### src/rtl/cgr_pkg.sv
package cgr_pkg;

    localparam int CH_PER_CHIP = 3;
    localparam int CODE_W      = 3;
    localparam int NUM_TB      = 5;

    typedef enum logic [CODE_W-1:0] {
        CLK_PIN     = 3'd0,
        CLK_TB_10M  = 3'd1,
        CLK_TB_1M   = 3'd2,
        CLK_TB_100K = 3'd3,
        CLK_TB_10K  = 3'd4,
        CLK_TB_1K   = 3'd5,
        CLK_PREV    = 3'd6,
        CLK_CHIP    = 3'd7
    } clk_code_e;

    typedef enum logic [CODE_W-1:0] {
        GATE_ON    = 3'd0,
        GATE_OFF   = 3'd1,
        GATE_PIN   = 3'd2,
        GATE_INV2  = 3'd3
    } gate_code_e;

    typedef struct packed {
        logic [CODE_W-1:0] gate;
        logic [CODE_W-1:0] clk;
    } chan_cfg_t;

endpackage

### src/rtl/cgr_timebase.sv
module cgr_timebase
    import cgr_pkg::*;
#(
    parameter int PRE_DIV   = 5,
    parameter int DEC_RATIO = 10
) (
    input  logic              clk,
    input  logic              rst_n,
    output logic [NUM_TB-1:0] tb_stb
);

    localparam int PW = $clog2(PRE_DIV + 1);
    localparam int DW = $clog2(DEC_RATIO + 1);

    typedef struct packed {
        logic [PW-1:0]                pre;
        logic [NUM_TB-2:0][DW-1:0]    dec;
    } tb_state_t;

    tb_state_t st_d, st_q;
    logic [NUM_TB-1:0] stb_c;

    always_comb begin
        logic carry;
        st_d  = st_q;
        stb_c = '0;
        carry = (st_q.pre == PW'(PRE_DIV - 1));
        stb_c[0] = carry;
        st_d.pre = carry ? '0 : st_q.pre + 1'b1;
        for (int k = 1; k < NUM_TB; k++) begin
            if (carry) begin
                if (st_q.dec[k-1] == DW'(DEC_RATIO - 1)) begin
                    st_d.dec[k-1] = '0;
                end else begin
                    st_d.dec[k-1] = st_q.dec[k-1] + 1'b1;
                end
            end
            carry    = carry && (st_q.dec[k-1] == DW'(DEC_RATIO - 1));
            stb_c[k] = carry;
        end
    end

    always_ff @(posedge clk) begin
        if (!rst_n) begin
            st_q <= '0;
        end else begin
            st_q <= st_d;
        end
    end

    assign tb_stb = stb_c;

endmodule

### src/rtl/cgr_code_bank.sv
module cgr_code_bank
    import cgr_pkg::*;
#(
    parameter int NUM_CH = 6,
    parameter int CHW    = 3
) (
    input  logic                     clk,
    input  logic                     rst_n,
    input  logic                     wr_en,
    input  logic [CHW-1:0]           wr_ch,
    input  logic                     wr_gate,
    input  logic [CODE_W-1:0]        wr_code,
    input  logic [CHW-1:0]           rd_ch,
    output chan_cfg_t                rd_cfg,
    output chan_cfg_t [NUM_CH-1:0]   cfg
);

    chan_cfg_t [NUM_CH-1:0] cfg_d, cfg_q;
    logic wr_hit, rd_hit;

    assign wr_hit = wr_en && (int'(wr_ch) < NUM_CH);
    assign rd_hit = (int'(rd_ch) < NUM_CH);

    always_comb begin
        cfg_d = cfg_q;
        for (int g = 0; g < NUM_CH; g++) begin
            if (wr_hit && (int'(wr_ch) == g)) begin
                if (wr_gate) begin
                    cfg_d[g].gate = wr_code;
                end else begin
                    cfg_d[g].clk = wr_code;
                end
            end
        end
    end

    always_ff @(posedge clk) begin
        if (!rst_n) begin
            cfg_q <= '0;
        end else begin
            cfg_q <= cfg_d;
        end
    end

    always_comb begin
        rd_cfg = '0;
        for (int g = 0; g < NUM_CH; g++) begin
            if (rd_hit && (int'(rd_ch) == g)) begin
                rd_cfg = cfg_q[g];
            end
        end
    end

    assign cfg = cfg_q;

endmodule

### src/rtl/cgr_route_mux.sv
module cgr_route_mux
    import cgr_pkg::*;
#(
    parameter int NUM_CHIPS = 2,
    parameter int NUM_CH    = NUM_CHIPS * CH_PER_CHIP
) (
    input  logic                   clk,
    input  logic                   rst_n,
    input  chan_cfg_t [NUM_CH-1:0] cfg,
    input  logic [NUM_TB-1:0]      tb_stb,
    input  logic [NUM_CH-1:0]      ext_clk_pin,
    input  logic [NUM_CH-1:0]      ext_gate_pin,
    input  logic [NUM_CHIPS-1:0]   chip_ext_clk,
    input  logic [NUM_CH-1:0]      cnt_out,
    output logic [NUM_CH-1:0]      ch_clk,
    output logic [NUM_CH-1:0]      ch_gate,
    output logic [NUM_CH-1:0]      clk_pin_oe,
    output logic [NUM_CH-1:0]      gate_pin_oe
);

    typedef struct packed {
        logic [NUM_CH-1:0] clk;
        logic [NUM_CH-1:0] gate;
    } route_t;

    route_t rt_d, rt_q;
    logic [NUM_CH-1:0] sel_clk, sel_gate;

    for (genvar g = 0; g < NUM_CH; g++) begin : g_chan
        localparam int PREV  = (g + NUM_CH - 1) % NUM_CH;
        localparam int BACK2 = (g + NUM_CH - 2) % NUM_CH;
        localparam int CHIP  = g / CH_PER_CHIP;

        logic c_sel, g_sel;

        always_comb begin
            case (cfg[g].clk)
                CLK_PIN:     c_sel = ext_clk_pin[g];
                CLK_TB_10M:  c_sel = tb_stb[0];
                CLK_TB_1M:   c_sel = tb_stb[1];
                CLK_TB_100K: c_sel = tb_stb[2];
                CLK_TB_10K:  c_sel = tb_stb[3];
                CLK_TB_1K:   c_sel = tb_stb[4];
                CLK_PREV:    c_sel = cnt_out[PREV];
                default:     c_sel = chip_ext_clk[CHIP];
            endcase
        end

        always_comb begin
            case (cfg[g].gate)
                GATE_ON:   g_sel = 1'b1;
                GATE_OFF:  g_sel = 1'b0;
                GATE_PIN:  g_sel = ext_gate_pin[g];
                GATE_INV2: g_sel = ~cnt_out[BACK2];
                default:   g_sel = 1'b0;
            endcase
        end

        assign sel_clk[g]     = c_sel;
        assign sel_gate[g]    = g_sel;
        assign clk_pin_oe[g]  = (cfg[g].clk != 3'(CLK_PIN));
        assign gate_pin_oe[g] = (cfg[g].gate != 3'(GATE_PIN));
    end

    always_comb begin
        rt_d      = rt_q;
        rt_d.clk  = sel_clk;
        rt_d.gate = sel_gate;
    end

    always_ff @(posedge clk) begin
        if (!rst_n) begin
            rt_q <= '0;
        end else begin
            rt_q <= rt_d;
        end
    end

    assign ch_clk  = rt_q.clk;
    assign ch_gate = rt_q.gate;

endmodule

### src/rtl/cgr_route_matrix.sv
module cgr_route_matrix
    import cgr_pkg::*;
#(
    parameter int NUM_CHIPS = 2,
    parameter int PRE_DIV   = 5,
    parameter int DEC_RATIO = 10,
    localparam int NUM_CH   = NUM_CHIPS * CH_PER_CHIP,
    localparam int CHW      = (NUM_CH > 1) ? $clog2(NUM_CH) : 1
) (
    input  logic                 clk,
    input  logic                 rst_n,
    input  logic                 wr_en,
    input  logic [CHW-1:0]       wr_ch,
    input  logic                 wr_gate,
    input  logic [2:0]           wr_code,
    input  logic [CHW-1:0]       rd_ch,
    output logic [2:0]           rd_clk_code,
    output logic [2:0]           rd_gate_code,
    input  logic [NUM_CH-1:0]    ext_clk_pin,
    input  logic [NUM_CH-1:0]    ext_gate_pin,
    input  logic [NUM_CHIPS-1:0] chip_ext_clk,
    input  logic [NUM_CH-1:0]    cnt_out,
    output logic [NUM_CH-1:0]    ch_clk,
    output logic [NUM_CH-1:0]    ch_gate,
    output logic [NUM_CH-1:0]    clk_pin_oe,
    output logic [NUM_CH-1:0]    gate_pin_oe
);

    chan_cfg_t [NUM_CH-1:0] cfg;
    chan_cfg_t              rd_cfg;
    logic [NUM_TB-1:0]      tb_stb;
    logic [NUM_CH*3-1:0]    clk_codes, gate_codes;

    cgr_timebase #(
        .PRE_DIV   (PRE_DIV),
        .DEC_RATIO (DEC_RATIO)
    ) u_timebase (
        .clk    (clk),
        .rst_n  (rst_n),
        .tb_stb (tb_stb)
    );

    cgr_code_bank #(
        .NUM_CH (NUM_CH),
        .CHW    (CHW)
    ) u_bank (
        .clk     (clk),
        .rst_n   (rst_n),
        .wr_en   (wr_en),
        .wr_ch   (wr_ch),
        .wr_gate (wr_gate),
        .wr_code (wr_code),
        .rd_ch   (rd_ch),
        .rd_cfg  (rd_cfg),
        .cfg     (cfg)
    );

    cgr_route_mux #(
        .NUM_CHIPS (NUM_CHIPS),
        .NUM_CH    (NUM_CH)
    ) u_mux (
        .clk          (clk),
        .rst_n        (rst_n),
        .cfg          (cfg),
        .tb_stb       (tb_stb),
        .ext_clk_pin  (ext_clk_pin),
        .ext_gate_pin (ext_gate_pin),
        .chip_ext_clk (chip_ext_clk),
        .cnt_out      (cnt_out),
        .ch_clk       (ch_clk),
        .ch_gate      (ch_gate),
        .clk_pin_oe   (clk_pin_oe),
        .gate_pin_oe  (gate_pin_oe)
    );

    for (genvar g = 0; g < NUM_CH; g++) begin : g_flat
        assign clk_codes[g*3 +: 3]  = cfg[g].clk;
        assign gate_codes[g*3 +: 3] = cfg[g].gate;
    end

    assign rd_clk_code  = rd_cfg.clk;
    assign rd_gate_code = rd_cfg.gate;

endmodule

### config.mk
export PLATFORM = sky130hd
export DESIGN_NAME = cgr_route_matrix
export DESIGN_NICKNAME = d
export VERILOG_FILES = /design/src/rtl/cgr_pkg.sv /design/src/rtl/cgr_timebase.sv /design/src/rtl/cgr_code_bank.sv /design/src/rtl/cgr_route_mux.sv /design/src/rtl/cgr_route_matrix.sv
export SDC_FILE = /design/constraint.sdc
export NUM_CORES = 1
export LEC_CHECK = 0
export BUFFER_PORTS_ARGS = -buffer_cell sky130_fd_sc_hd__buf_2
export CORE_ASPECT_RATIO = 1.4
export CORE_UTILIZATION = 35
export CTS_CLUSTER_SIZE = 28
export DETAILED_ROUTE_END_ITERATION = 10
export PLACE_DENSITY = 0.65
export RECOVER_POWER = 50
export SETUP_SLACK_MARGIN = 0.05
export SYNTH_ARGS = -nofsm -noshare
export SYNTH_HDL_FRONTEND = slang
export SYNTH_SLANG_ARGS = --single-unit
### constraint.sdc
create_clock -name clk -period 2.07 [get_ports clk]
set_clock_uncertainty 0.05 [all_clocks]
set_input_delay 0.414 -clock clk [delete_from_list [all_inputs] [get_ports clk]]
set_output_delay 0.414 -clock clk [all_outputs]
set_load 0.01 [all_outputs]
After elaboration in Yosys (flattened, before gate mapping)

Index checks and enable logic that the tools add are counted.

Register bits after elaboration: 67
Logic and storage cells: 175
Output and inout bits: 30

Reductions and logical operators: 50
Bitwise gates (word level): 8
Order comparisons: 2
$add $sub $neg: 5
Multiplexer cells: 22
Eq/ne operators: 69

Operator list:

| cell                                                             | number |
|---|---|
| 3-bit == test (second input constant)                            | 27 |
| 3-bit by 2-bit == test with 1-bit output (second input constant) | 26 |
| 3-bit zero test                                                  | 14 |
| 1-bit one-hot mux with 7 select lines                            | 6 |
| 6-bit 2-to-1 mux                                                 | 6 |
| 2-bit AND reduction                                              | 12 |
| 3-bit by 1-bit == test with 1-bit output (second input constant) | 6 |
| 3-bit by 2-bit != test with 1-bit output (second input constant) | 6 |
| 1-bit one-hot mux with 3 select lines                            | 6 |
| 3-bit nonzero test                                               | 6 |
| 1-bit logical AND                                                | 17 |
| 4-bit by 1-bit adder with 4-bit output (second input constant)   | 4 |
| 4-bit == test (second input constant)                            | 4 |
| 4-bit 2-to-1 mux                                                 | 4 |
| 1-bit inverter                                                   | 8 |
| 3-bit < comparator (second input constant)                       | 2 |
| 3-bit by 1-bit adder with 3-bit output (second input constant)   | 1 |
| 2-bit OR reduction                                               | 1 |

Longest topological paths before layout

Gate-level depths: netlist (run 1).

Depth after elaboration: 8
Depth in mapped cells: 7

By module

A second synthesis (run 1) with hierarchy kept.

Cells, all modules: 364
Area total of the unflattened synthesis: 3537.1 um^2

Modules (own cells, without submodules):

| module        | area each (um^2) | cells each | times used |
|---|---|---|---|
| cgr_code_bank | 1677.9           | 171        | 1 |
| cgr_timebase  | 979.7            | 110        | 1 |
| cgr_route_mux | 879.6            | 83         | 1 |

Worst setup path after synthesis (run 1)

OpenSTA, ideal clock, no wires.

Kind: input to output
Start: in rd_ch[0]
End: out rd_clk_code[0]
Path buffers: 2
Setup slack: 200 ps
Data arrival time: 1406 ps
Stages on the path: 4
Cells stage by stage: buf_2 -> buf_1 -> a31oi_1 -> o221ai_1

Word-level cells in the longest chain between the ends: 8
Elaborated cells between the ends (all ways): 19

Ends and longest elaborated chain:

| what                                                         | RTL line                                 | text |
|---|---|---|
| from (decl)                                                  | cgr_route_matrix.sv:16                   | `input logic [CHW-1:0] rd_ch,` |
| 3-bit < comparator / 3-bit zero test (equally long branches) | cgr_code_bank.sv:22, cgr_code_bank.sv:48 |  |
| 1-bit logical AND                                            | cgr_code_bank.sv:48                      | `if (rd_hit && (int'(rd_ch) == g)) begin` |
| 6-bit 2-to-1 mux (5 in series)                               | cgr_code_bank.sv:48                      |  |
| 6-bit 2-to-1 mux *                                           | cgr_code_bank.sv:48                      |  |
| to (decl)                                                    | cgr_route_matrix.sv:17                   | `output logic [2:0] rd_clk_code,` |

Every way passes the cells marked *; elsewhere a longest branch is shown, timed or not.

Worst setup path in the final report (run 1)

Start: reg u_bank.cfg_q, in the netlist u_bank.cfg[1]
End: out rd_clk_code[1]

Word-level cells in the longest chain between the ends: 6

Ends and longest elaborated chain:

| what                           | RTL line            | text |
|---|---|---|
| from (decl)                    | cgr_code_bank.sv:18 | `chan_cfg_t [NUM_CH-1:0] cfg_d, cfg_q;` |
| from (signal assigned)         | cgr_code_bank.sv:41 | `cfg_q <= cfg_d;` |
| 6-bit 2-to-1 mux (6 in series) | cgr_code_bank.sv:48 |  |

Every way passes these cells.

==> impl_metrics.env, run 1 <==
export IMPL_cts_root_buffer_cell="clkbuf_16"
export IMPL_htreeDepth=3
export IMPL_post_route_util=0.433
export IMPL_synthFlopType="dfxtp_1"
export IMPL_dp_hpwl_um=7240
export IMPL_multi_input_area_mm2=0.00205
export IMPL_max_slew_margin=0.304
export IMPL_setup_violations=0
export IMPL_numCtsBuffers=9
export IMPL_synthArstFlopShare=0
export IMPL_ios=63
export IMPL_setup_tns_ns=0
export IMPL_track_usage=0.202
export IMPL_yosys_area_top_type_share=0.378
export IMPL_viasPerCell=5.32
export IMPL_finalHoldViolCount=0
export IMPL_criticalPathCategory="flop to output port"
export IMPL_area_growth_pct=20.8
export IMPL_die_height_um=121
export IMPL_antenna_found_initial=1
export IMPL_rows=43
export IMPL_layout_commonest_cell="dfxtp_1"
export IMPL_clkSinkCount=67
export IMPL_critical_path_max_stage_delay_ns=0.44
export IMPL_grt_max_degree=32
export IMPL_fill_cells=1028
export IMPL_dr_pass1_iters=4
export IMPL_clock_path_buffers=2
export IMPL_rsz0062_at_grt="true"
export IMPL_synth_area_leaders="dfxtp_1 (38%), mux2i_1 (14%), nor2_1 (6.2%), nand2_1 (3.7%), a21oi_1 (3.0%)"
export IMPL_holdBufCountCts=0
export IMPL_grt_pass1_vias=3256
export IMPL_layout_drive_gt1_share=0.181
export IMPL_drc=0
export IMPL_cts_resized=0
export IMPL_yosysTopAreaCell="dfxtp_1"
export IMPL_gp_congestion=0.852
export IMPL_crit_chain="mux2i_1 -> nor2_1 -> a31oi_1 -> o221ai_1 -> buf_2"
export IMPL_syn_num_nets=454
export IMPL_synth_top_family_by_area="simple AND/OR/NAND/NOR gates"
export IMPL_grt_first_pass_wirelength_um=16100
export IMPL_synthDistinctLibCells=49
export IMPL_worst_pin_slew_ns=1.04
export IMPL_path_max_fanout=8
export IMPL_post_cts_setup_buffers=0
export IMPL_clk_pin_slew_ns=0.05
export IMPL_required_ns=1.61
export IMPL_synthAdderAreaFrac=0.00705
export IMPL_die_area_mm2=0.0106
export IMPL_worst_ep_arrival_time_ns=1.53
export IMPL_routedWlPerCell_um=16.0
export IMPL_finalCriticalPeriod_ns=2.00
export IMPL_register_area_mm2=0.00135
export IMPL_synth_compound_area_share=0.132
export IMPL_grt_overflow_total=0
export IMPL_final_cell_mix="dfxtp_1 (62), nor2_1 (59), mux2i_1 (48), buf_2 (48), nand2_1 (35)"
export IMPL_min_path_type="primary input to flop"
export IMPL_max_cap_viol_count=0
export IMPL_vias=3302
export IMPL_ir_drop_mv=0.337
export IMPL_clock_latency_ns=0.34
export IMPL_synth_seq_cells=67
export IMPL_ys_seq_area_frac=0.378
export IMPL_start_util=0.359
export IMPL_port_buffers=62
export IMPL_leakage_nw=1.65
export IMPL_start_kind="flop"
export IMPL_die_w_um=87.1
export IMPL_synthXorXnorAreaFrac=0.0148
export IMPL_yosys_warnings=0
export IMPL_maxSlewViolCount=0
export IMPL_core_mm2=0.00990
export IMPL_synth_cells=419
export IMPL_cp_slowest_cell="dfxtp_1"
export IMPL_status="finished clean"
export IMPL_drtIter0Drc=144
export IMPL_power_density_mw_per_mm2=709
export IMPL_yosys_area_share_simple=0.279
export IMPL_finalCritPeriodShare=0.964
export IMPL_synth_avg_cell_area_um2=8.47
export IMPL_synth_enable_flop_cells=0
export IMPL_nets=516
export IMPL_fmax_ghz=0.501
export IMPL_syn_cell_area_mm2=0.00355
export IMPL_wirelength_um=9940
export IMPL_cts_tree="yes"
export IMPL_critPathCaptureType="output port"
export IMPL_synthMuxAreaShare=0.145
export IMPL_antenna_left=0
==> final timing paths <==
path / depth (start not counted) / slack (ns) / end / startpoint
worst max register to register: 7 / 0.22 / u_mux.ch_clk[2]$_SDFF_PN0_ / u_timebase.st_q[16]$_SDFF_PP0_
worst min-delay path: 3 / 0.37 / u_mux.ch_gate[4]$_SDFF_PN0_ / cnt_out[2]
worst min register to register: 1 / 0.42 / u_timebase.st_q[16]$_SDFF_PP0_ / u_timebase.st_q[16]$_SDFF_PP0_
worst max-delay path: 5 / 0.07 / rd_clk_code[1] / u_bank.cfg[1]$_SDFFE_PN0P_
==> power by group <==
| group | internal (mW) | switching (mW) |
|---|---|---|
| clock | 0.898 | 0.554 |
| sequential | 1.32 | 0.0231 |
| combinational | 0.0980 | 0.145 |
| total | 2.32 | 0.722 |
==> sequential cells by signal, indices dropped and copies added, names as in the netlist <==
name / count
u_bank.cfg: 36
u_mux.ch_clk: 6
u_mux.ch_gate: 6
u_timebase.st_q: 19
==> metal layers <==
| layer | routed length [um] | global-route usage |
|---|---|---|
| met4 | 408 | 0.110 |
| met2 | 5040 | 0.351 |
| met3 | 432 | 0.0415 |
| met1 | 4060 | 0.226 |
| met5 | 0 | 0 |
==> layout make-up <==
class	instances	share of cell area
Antenna cell	1	0.000584
Timing Repair Buffer	75	0.0884
Inverter	17	0.0149
Tap cell	135	0.0394
Multi-Input combinational cell	311	0.477
Clock inverter	2	0.00233
Sequential cell	67	0.314
Clock buffer	13	0.0630
==> synth_stat cells, types with 10 or more instances <==
cell,n
nor2b_1,10
mux2i_1,48
dfxtp_1,67
inv_1,16
nand2_1,35
clkbuf_1,18
a21oi_1,21
nand3_1,12
or3_1,14
nor2_1,59
==> through the flow <==
| stage | hold slack (ns) | std cells | cell area (um2) | worst slack (ns) | power (mW) |
|---|---|---|---|---|---|
| 4_1_cts | 0.360 | 620 | 4310 | 0.0869 | 3.07 |
| 5_1_grt | 0.387 | 621 | 4290 | -0.0737 | 3.14 |
| 3_3_place_gp | 0.396 | 605 | 4030 | 0.151 | 1.62 |
| 2_1_floorplan | 0.382 | 419 | 3550 | 0.200 | 1.50 |
| 3_5_place_dp | 0.415 | 605 | 4030 | 0.148 | 1.62 |
| 6_report | 0.371 | 621 | 4290 | 0.0749 | 3.04 |
==> critical path: cells and delay by family (launching register included) <==
kind	cells	cell delay, ns
AOI/OAI and AO/OA	2	0.33
buffers and inverters	1	0.19
DFF	1	0.44
muxes	1	0.10
and+or+nand+nor	1	0.14
==> kinds of logic after synthesis <==
group,after synthesis
compound gates,70
xor+xnor,6
fa+ha+maj,2
buf+inv,41
flops,67
mux,50
simple gates,183
No activity file was read; power rests on OpenSTA's default activity.
==> run 2, diff against run 1 <==
--- a/config.mk
+++ b/config.mk
@@ -7,10 +7,10 @@
 export LEC_CHECK = 0
 export BUFFER_PORTS_ARGS = -buffer_cell sky130_fd_sc_hd__buf_2
 export CORE_ASPECT_RATIO = 1.4
-export CORE_UTILIZATION = 35
+export CORE_UTILIZATION = 45
 export CTS_CLUSTER_SIZE = 28
 export DETAILED_ROUTE_END_ITERATION = 10
-export PLACE_DENSITY = 0.65
+export PLACE_DENSITY = 0.77
 export RECOVER_POWER = 50
 export SETUP_SLACK_MARGIN = 0.05
 export SYNTH_ARGS = -nofsm -noshare
==> run 2 against run 1 <==
Compared with the run above:
- die area fell by 22%
- the flow now finishes with violations (design-rule violations)
- highest routed layer unchanged
- count of clock-buffer cells in the layout fell by 1
- sequential cell count did not move
- wire length fell by 5.7%
- sequential power barely moved
- first-iteration DRC count rose by 17%
- critical endpoint is now rd_gate_code[1]
- setup slack improved by 0.078 ns
==> impl_metrics.env, run 2 (synthesis gave the netlist of run 1 again) <==
export IMPL_status="complete, but fails checks"
export IMPL_failed_checks="design-rule violations"
export IMPL_track_usage=0.240
export IMPL_grt_overflow_total=0
export IMPL_nets=513
export IMPL_finalPower_mw=2.67
export IMPL_post_cts_setup_buffers=0
export IMPL_worst_pin_slew_ns=0.757
export IMPL_ff2ff_setup_slack_ns=0.25
export IMPL_routedWlPerCell_um=16.1
export IMPL_antenna_left=0
export IMPL_required_ns=1.61
export IMPL_rows=38
export IMPL_start_kind="flop"
export IMPL_layout_commonest_cell="dfxtp_1"
export IMPL_critical_path_max_stage_delay_ns=0.46
export IMPL_leakage_nw=1.59
export IMPL_holdBufCountCts=0
export IMPL_setup_violations=0
export IMPL_path_max_fanout=5
export IMPL_worstSetupEndpoint="rd_gate_code[1]"
export IMPL_grt_max_degree=24
export IMPL_worst_ep_arrival_time_ns=1.45
export IMPL_fmax_ghz=0.522
export IMPL_cts_root_buffer_cell="clkbuf_8"
export IMPL_htreeDepth=3
export IMPL_dr_pass1_iters=7
export IMPL_finalCritPeriodShare=0.926
export IMPL_clock_path_buffers=2
export IMPL_vias=3342
export IMPL_grt_first_pass_wirelength_um=15200
export IMPL_criticalPathCategory="flop to output port"
export IMPL_setup_tns_ns=0
export IMPL_die_w_um=77.1
export IMPL_dp_hpwl_um=7030
export IMPL_ios=63
export IMPL_die_area_mm2=0.00825
export IMPL_critPathCaptureType="output port"
export IMPL_drc=1
export IMPL_crit_chain="mux4_2 -> inv_1 -> o22ai_1 -> buf_2"
export IMPL_final_cell_mix="dfxtp_1 (61), nor2_1 (59), mux2i_1 (48), buf_2 (48), nand2_1 (35)"
export IMPL_clock_latency_ns=0.36
export IMPL_area_growth_pct=16.6
export IMPL_finalCriticalPeriod_ns=1.92
export IMPL_max_cap_viol_count=0
export IMPL_clkSinkCount=67
export IMPL_min_path_type="primary input to flop"
export IMPL_power_density_mw_per_mm2=646
export IMPL_startpoint="u_bank.cfg[22]$_SDFFE_PN0P_"
export IMPL_cts_tree="yes"
export IMPL_multi_input_area_mm2=0.00205
export IMPL_gp_congestion=0.927
export IMPL_largest_reg_flops=36
export IMPL_rr_startpoint="u_timebase.st_q[16]$_SDFF_PP0_"
export IMPL_clk_pin_slew_ns=0.07
export IMPL_die_height_um=107
export IMPL_wirelength_um=9380
export IMPL_maxSlewViolCount=0
export IMPL_register_area_mm2=0.00135
export IMPL_drtIter0Drc=169
export IMPL_rr_worst_depth=7
export IMPL_port_buffers=62
export IMPL_fill_cells=742
export IMPL_viasPerCell=5.73
export IMPL_n_antenna_cell=0
export IMPL_worstReg2RegEnd="u_mux.ch_clk[3]$_SDFF_PN0_"
export IMPL_ir_drop_mv=0.462
export IMPL_rsz0062_at_grt="false"
export IMPL_max_slew_margin=0.490
export IMPL_layout_drive_gt1_share=0.184
export IMPL_core_mm2=0.00770
export IMPL_start_util=0.461
export IMPL_cts_resized=0
export IMPL_antenna_found_initial=0
export IMPL_cp_slowest_cell="mux4_2"
export IMPL_numCtsBuffers=9
export IMPL_grt_pass1_vias=3126
export IMPL_finalHoldViolCount=0
==> run 2: layer usage <==
layer / GRT usage / vias up / share of wire
met5: 0 / - / 0
met1: 0.275 / 1579 / 0.41
met2: 0.411 / 110 / 0.51
met3: 0.0485 / 31 / 0.046
li1: - / 1622 / -
met4: 0.139 / 0 / 0.033
==> run 2: worst min-delay path by stage <==
stage / cells past startpoint / from / slack, ns / to
2_1_floorplan: 1 / u_timebase.st_q[16]$_SDFF_PP0_ / 0.38 / u_timebase.st_q[16]$_SDFF_PP0_
3_3_place_gp: 1 / u_timebase.st_q[16]$_SDFF_PP0_ / 0.39 / u_timebase.st_q[16]$_SDFF_PP0_
3_5_place_dp: 1 / u_timebase.st_q[16]$_SDFF_PP0_ / 0.40 / u_timebase.st_q[16]$_SDFF_PP0_
4_1_cts: 3 / cnt_out[0] / 0.32 / u_mux.ch_gate[2]$_SDFF_PN0_
5_1_grt: 3 / cnt_out[3] / 0.36 / u_mux.ch_gate[5]$_SDFF_PN0_
6_report: 3 / cnt_out[0] / 0.34 / u_mux.ch_gate[2]$_SDFF_PN0_
==> run 2: final cells by class <==
type,instances,share of cell area
sequential,67,0.326
clock inverter,4,0.0121
tap,100,0.0302
inverter,17,0.0154
clock buffer,12,0.0351
multi-input combinational,311,0.494
timing repair buffer,72,0.0873
==> run 2: per-stage QoR <==
stage               std cells   util  setup slack, ns  cell area, um2  hold WS, ns
detailed placement        567  0.517            0.164            3980        0.402
global route              583  0.538           0.0602            4140        0.355
CTS                       583  0.542            0.100            4170        0.317
global placement          567  0.517            0.191            3980        0.393
floorplan                 419      -            0.200            3550        0.382
finish                    583  0.538            0.153            4140        0.338
==> run 2: power breakdown <==
group          total, mW  internal [mW]  switching [mW]  leakage [nW]
logic              0.238         0.0965           0.142         0.950
registers           1.34           1.32          0.0228         0.548
clock network       1.09          0.588           0.505        0.0926
total               2.67           2.00           0.670          1.59
==> run 2: critical path: cells and delay by family (launching register included) <==
kind | cells | cell delay, ns
multiplexers | 1 | 0.46
flip-flops | 1 | 0.35
buffers and inverters | 2 | 0.21
AO/OA/AOI/OAI | 1 | 0.07
==> run 3, diff against run 2 <==
--- a/config.mk
+++ b/config.mk
@@ -5,12 +5,13 @@
 export SDC_FILE = /design/constraint.sdc
 export NUM_CORES = 1
 export LEC_CHECK = 0
+export ABC_CLOCK_PERIOD_IN_PS = 1750
 export BUFFER_PORTS_ARGS = -buffer_cell sky130_fd_sc_hd__buf_2
 export CORE_ASPECT_RATIO = 1.4
-export CORE_UTILIZATION = 45
+export CORE_UTILIZATION = 33
 export CTS_CLUSTER_SIZE = 28
 export DETAILED_ROUTE_END_ITERATION = 10
-export PLACE_DENSITY = 0.77
+export PLACE_DENSITY = 0.65
 export RECOVER_POWER = 50
 export SETUP_SLACK_MARGIN = 0.05
 export SYNTH_ARGS = -nofsm -noshare
==> constraint.sdc (replaced) <==
create_clock -name clk -period 1.75 [get_ports clk]
set_clock_uncertainty 0.05 [all_clocks]
set_input_delay 0.35 -clock clk [delete_from_list [all_inputs] [get_ports clk]]
set_output_delay 0.35 -clock clk [all_outputs]
set_load 0.01 [all_outputs]
==> run 3 against run 2 <==
Compared with the run above:
- the run ends with negative setup slack left
- highest routed layer unchanged
- setup slack worse by 0.23 ns
- non-clock buffer count increased by 30
- count of clock-buffer cells in the layout is 1 lower
- sequential power grew 18%
- total power up 36%
==> impl_metrics.env, run 3 (synthesis gave the netlist of run 1 again) <==
export IMPL_worstSetupEndpoint="rd_gate_code[1]"
export IMPL_start_kind="flop"
export IMPL_cts_root_buffer_cell="clkbuf_16"
export IMPL_clock_path_buffers=2
export IMPL_routedWlPerCell_um=15.9
export IMPL_nets=543
export IMPL_viasPerCell=5.32
export IMPL_holdBufCountCts=0
export IMPL_drtIter0Drc=202
export IMPL_area_growth_pct=30.0
export IMPL_n_antenna_cell=0
export IMPL_clk_pin_slew_ns=0.06
export IMPL_vias=3465
export IMPL_layout_drive_gt1_share=0.275
export IMPL_drc=0
export IMPL_ios=63
export IMPL_dr_pass1_iters=5
export IMPL_die_w_um=89.7
export IMPL_port_buffers=62
export IMPL_timing_final_ws_setup_ns=-0.0776
export IMPL_register_area_mm2=0.00137
export IMPL_cts_tree="yes"
export IMPL_layout_commonest_cell="nor2_1"
export IMPL_largest_reg_flops=36
export IMPL_grt_overflow_total=0
export IMPL_wirelength_um=10400
export IMPL_setup_tns_ns=-0.0931
export IMPL_fill_cells=1030
export IMPL_clock_latency_ns=0.33
export IMPL_worst_ep_arrival_time_ns=1.43
export IMPL_post_route_util=0.444
export IMPL_core_mm2=0.0104
export IMPL_worst_pin_slew_ns=0.860
export IMPL_place_area_mm2=0.00413
export IMPL_hold_worst_slack_ns=0.294
export IMPL_maxSlewViolCount=0
export IMPL_htreeDepth=3
export IMPL_startpoint="u_bank.cfg[4]$_SDFFE_PN0P_"
export IMPL_finalCriticalPeriod_ns=1.83
export IMPL_grt_pass1_vias=3278
export IMPL_max_slew_margin=0.426
export IMPL_fmax_ghz=0.547
export IMPL_failed_checks="negative setup slack"
export IMPL_finalHoldViolCount=0
export IMPL_antenna_left=0
export IMPL_leakage_nw=1.78
export IMPL_start_util=0.341
export IMPL_min_path_type="primary input to flop"
export IMPL_setup_violations=3
export IMPL_rr_worst_depth=4
export IMPL_track_usage=0.187
export IMPL_final_area_mm2=0.00462
export IMPL_gp_congestion=0.807
export IMPL_die_area_mm2=0.0112
export IMPL_path_max_fanout=2
export IMPL_ir_drop_mv=0.480
export IMPL_final_cell_mix="nor2_1 (59), dfxtp_1 (49), mux2i_1 (47), buf_2 (45), nand2_1 (35)"
export IMPL_worstReg2RegEnd="u_timebase.st_q[13]$_SDFFE_PN0P_"
export IMPL_status="complete, but fails checks"
export IMPL_power_density_mw_per_mm2=785
export IMPL_critPathCaptureType="output port"
export IMPL_antenna_found_initial=0
export IMPL_finalCritPeriodShare=1.04
export IMPL_grt_max_degree=24
export IMPL_rr_startpoint="u_timebase.st_q[6]$_SDFFE_PN0P_"
export IMPL_max_cap_viol_count=0
export IMPL_criticalPathCategory="flop to output port"
export IMPL_dp_hpwl_um=7420
export IMPL_grt_first_pass_wirelength_um=16100
export IMPL_ff2ff_setup_slack_ns=0.11
export IMPL_die_height_um=125
export IMPL_multi_input_area_mm2=0.00210
export IMPL_finalPower_mw=3.62
export IMPL_rsz0062_at_grt="true"
export IMPL_rows=44
export IMPL_clkSinkCount=67
export IMPL_required_ns=1.35
export IMPL_numCtsBuffers=9
==> run 3: critical path, cell delays in order, from the launching register on <==
cell,delay [ns]
dfxtp_4,0.35
mux4_2,0.46
inv_2,0.06
o22ai_1,0.07
buf_2,0.15
==> run 3: cell type report <==
type	instances	share of cell area
Clock buffer	11	0.0548
Clock inverter	5	0.00813
Inverter	17	0.0138
Multi-Input combinational cell	311	0.456
Sequential cell	67	0.297
Tap cell	138	0.0374
Timing Repair Buffer	102	0.133
==> run 3: timing repair <==
item,in CTS,in global routing
endpoints found under the setup margin,16,18
setup buffers,8,6
resized for setup,27,19
pin swaps,7,5
==> run 3: worst min path at each step <==
stage	endpoint	depth (start not counted)	startpoint	slack, ns
final	u_mux.ch_gate[1]$_SDFF_PN0_	3	cnt_out[5]	0.29
after detailed placement	u_timebase.st_q[9]$_SDFFE_PN0P_	2	u_timebase.st_q[9]$_SDFFE_PN0P_	0.43
after floorplan	u_timebase.st_q[16]$_SDFF_PP0_	1	u_timebase.st_q[16]$_SDFF_PP0_	0.38
after global routing	u_mux.ch_gate[5]$_SDFF_PN0_	3	cnt_out[3]	0.31
after global placement	u_timebase.st_q[9]$_SDFFE_PN0P_	2	u_timebase.st_q[9]$_SDFFE_PN0P_	0.42
after CTS	u_mux.ch_gate[5]$_SDFF_PN0_	3	cnt_out[3]	0.29
==> run 3: metrics by stage <==
step           setup slack [ns]  instances
2_1_floorplan             0.108        419
3_3_place_gp            -0.0441        621
3_5_place_dp            -0.0637        621
4_1_cts                 -0.0805        645
5_1_grt                  -0.102        651
6_report                -0.0776        651
==> run 3: report_power, final <==
part           switching (mW)  total, mW  internal, mW
sequential             0.0233       1.58          1.56
clock                   0.688       1.72          1.03
combinational           0.185      0.318         0.133
==> run 3: layer usage <==
| layer | vias to the layer above | track usage | routed length (um) |
|---|---|---|---|
| li1 | 1682 | - | - |
| met1 | 1669 | 0.220 | 4300 |
| met2 | 95 | 0.331 | 5460 |
| met3 | 19 | 0.0199 | 381 |
| met4 | 0 | 0.0831 | 230 |
| met5 | - | 0 | 0 |
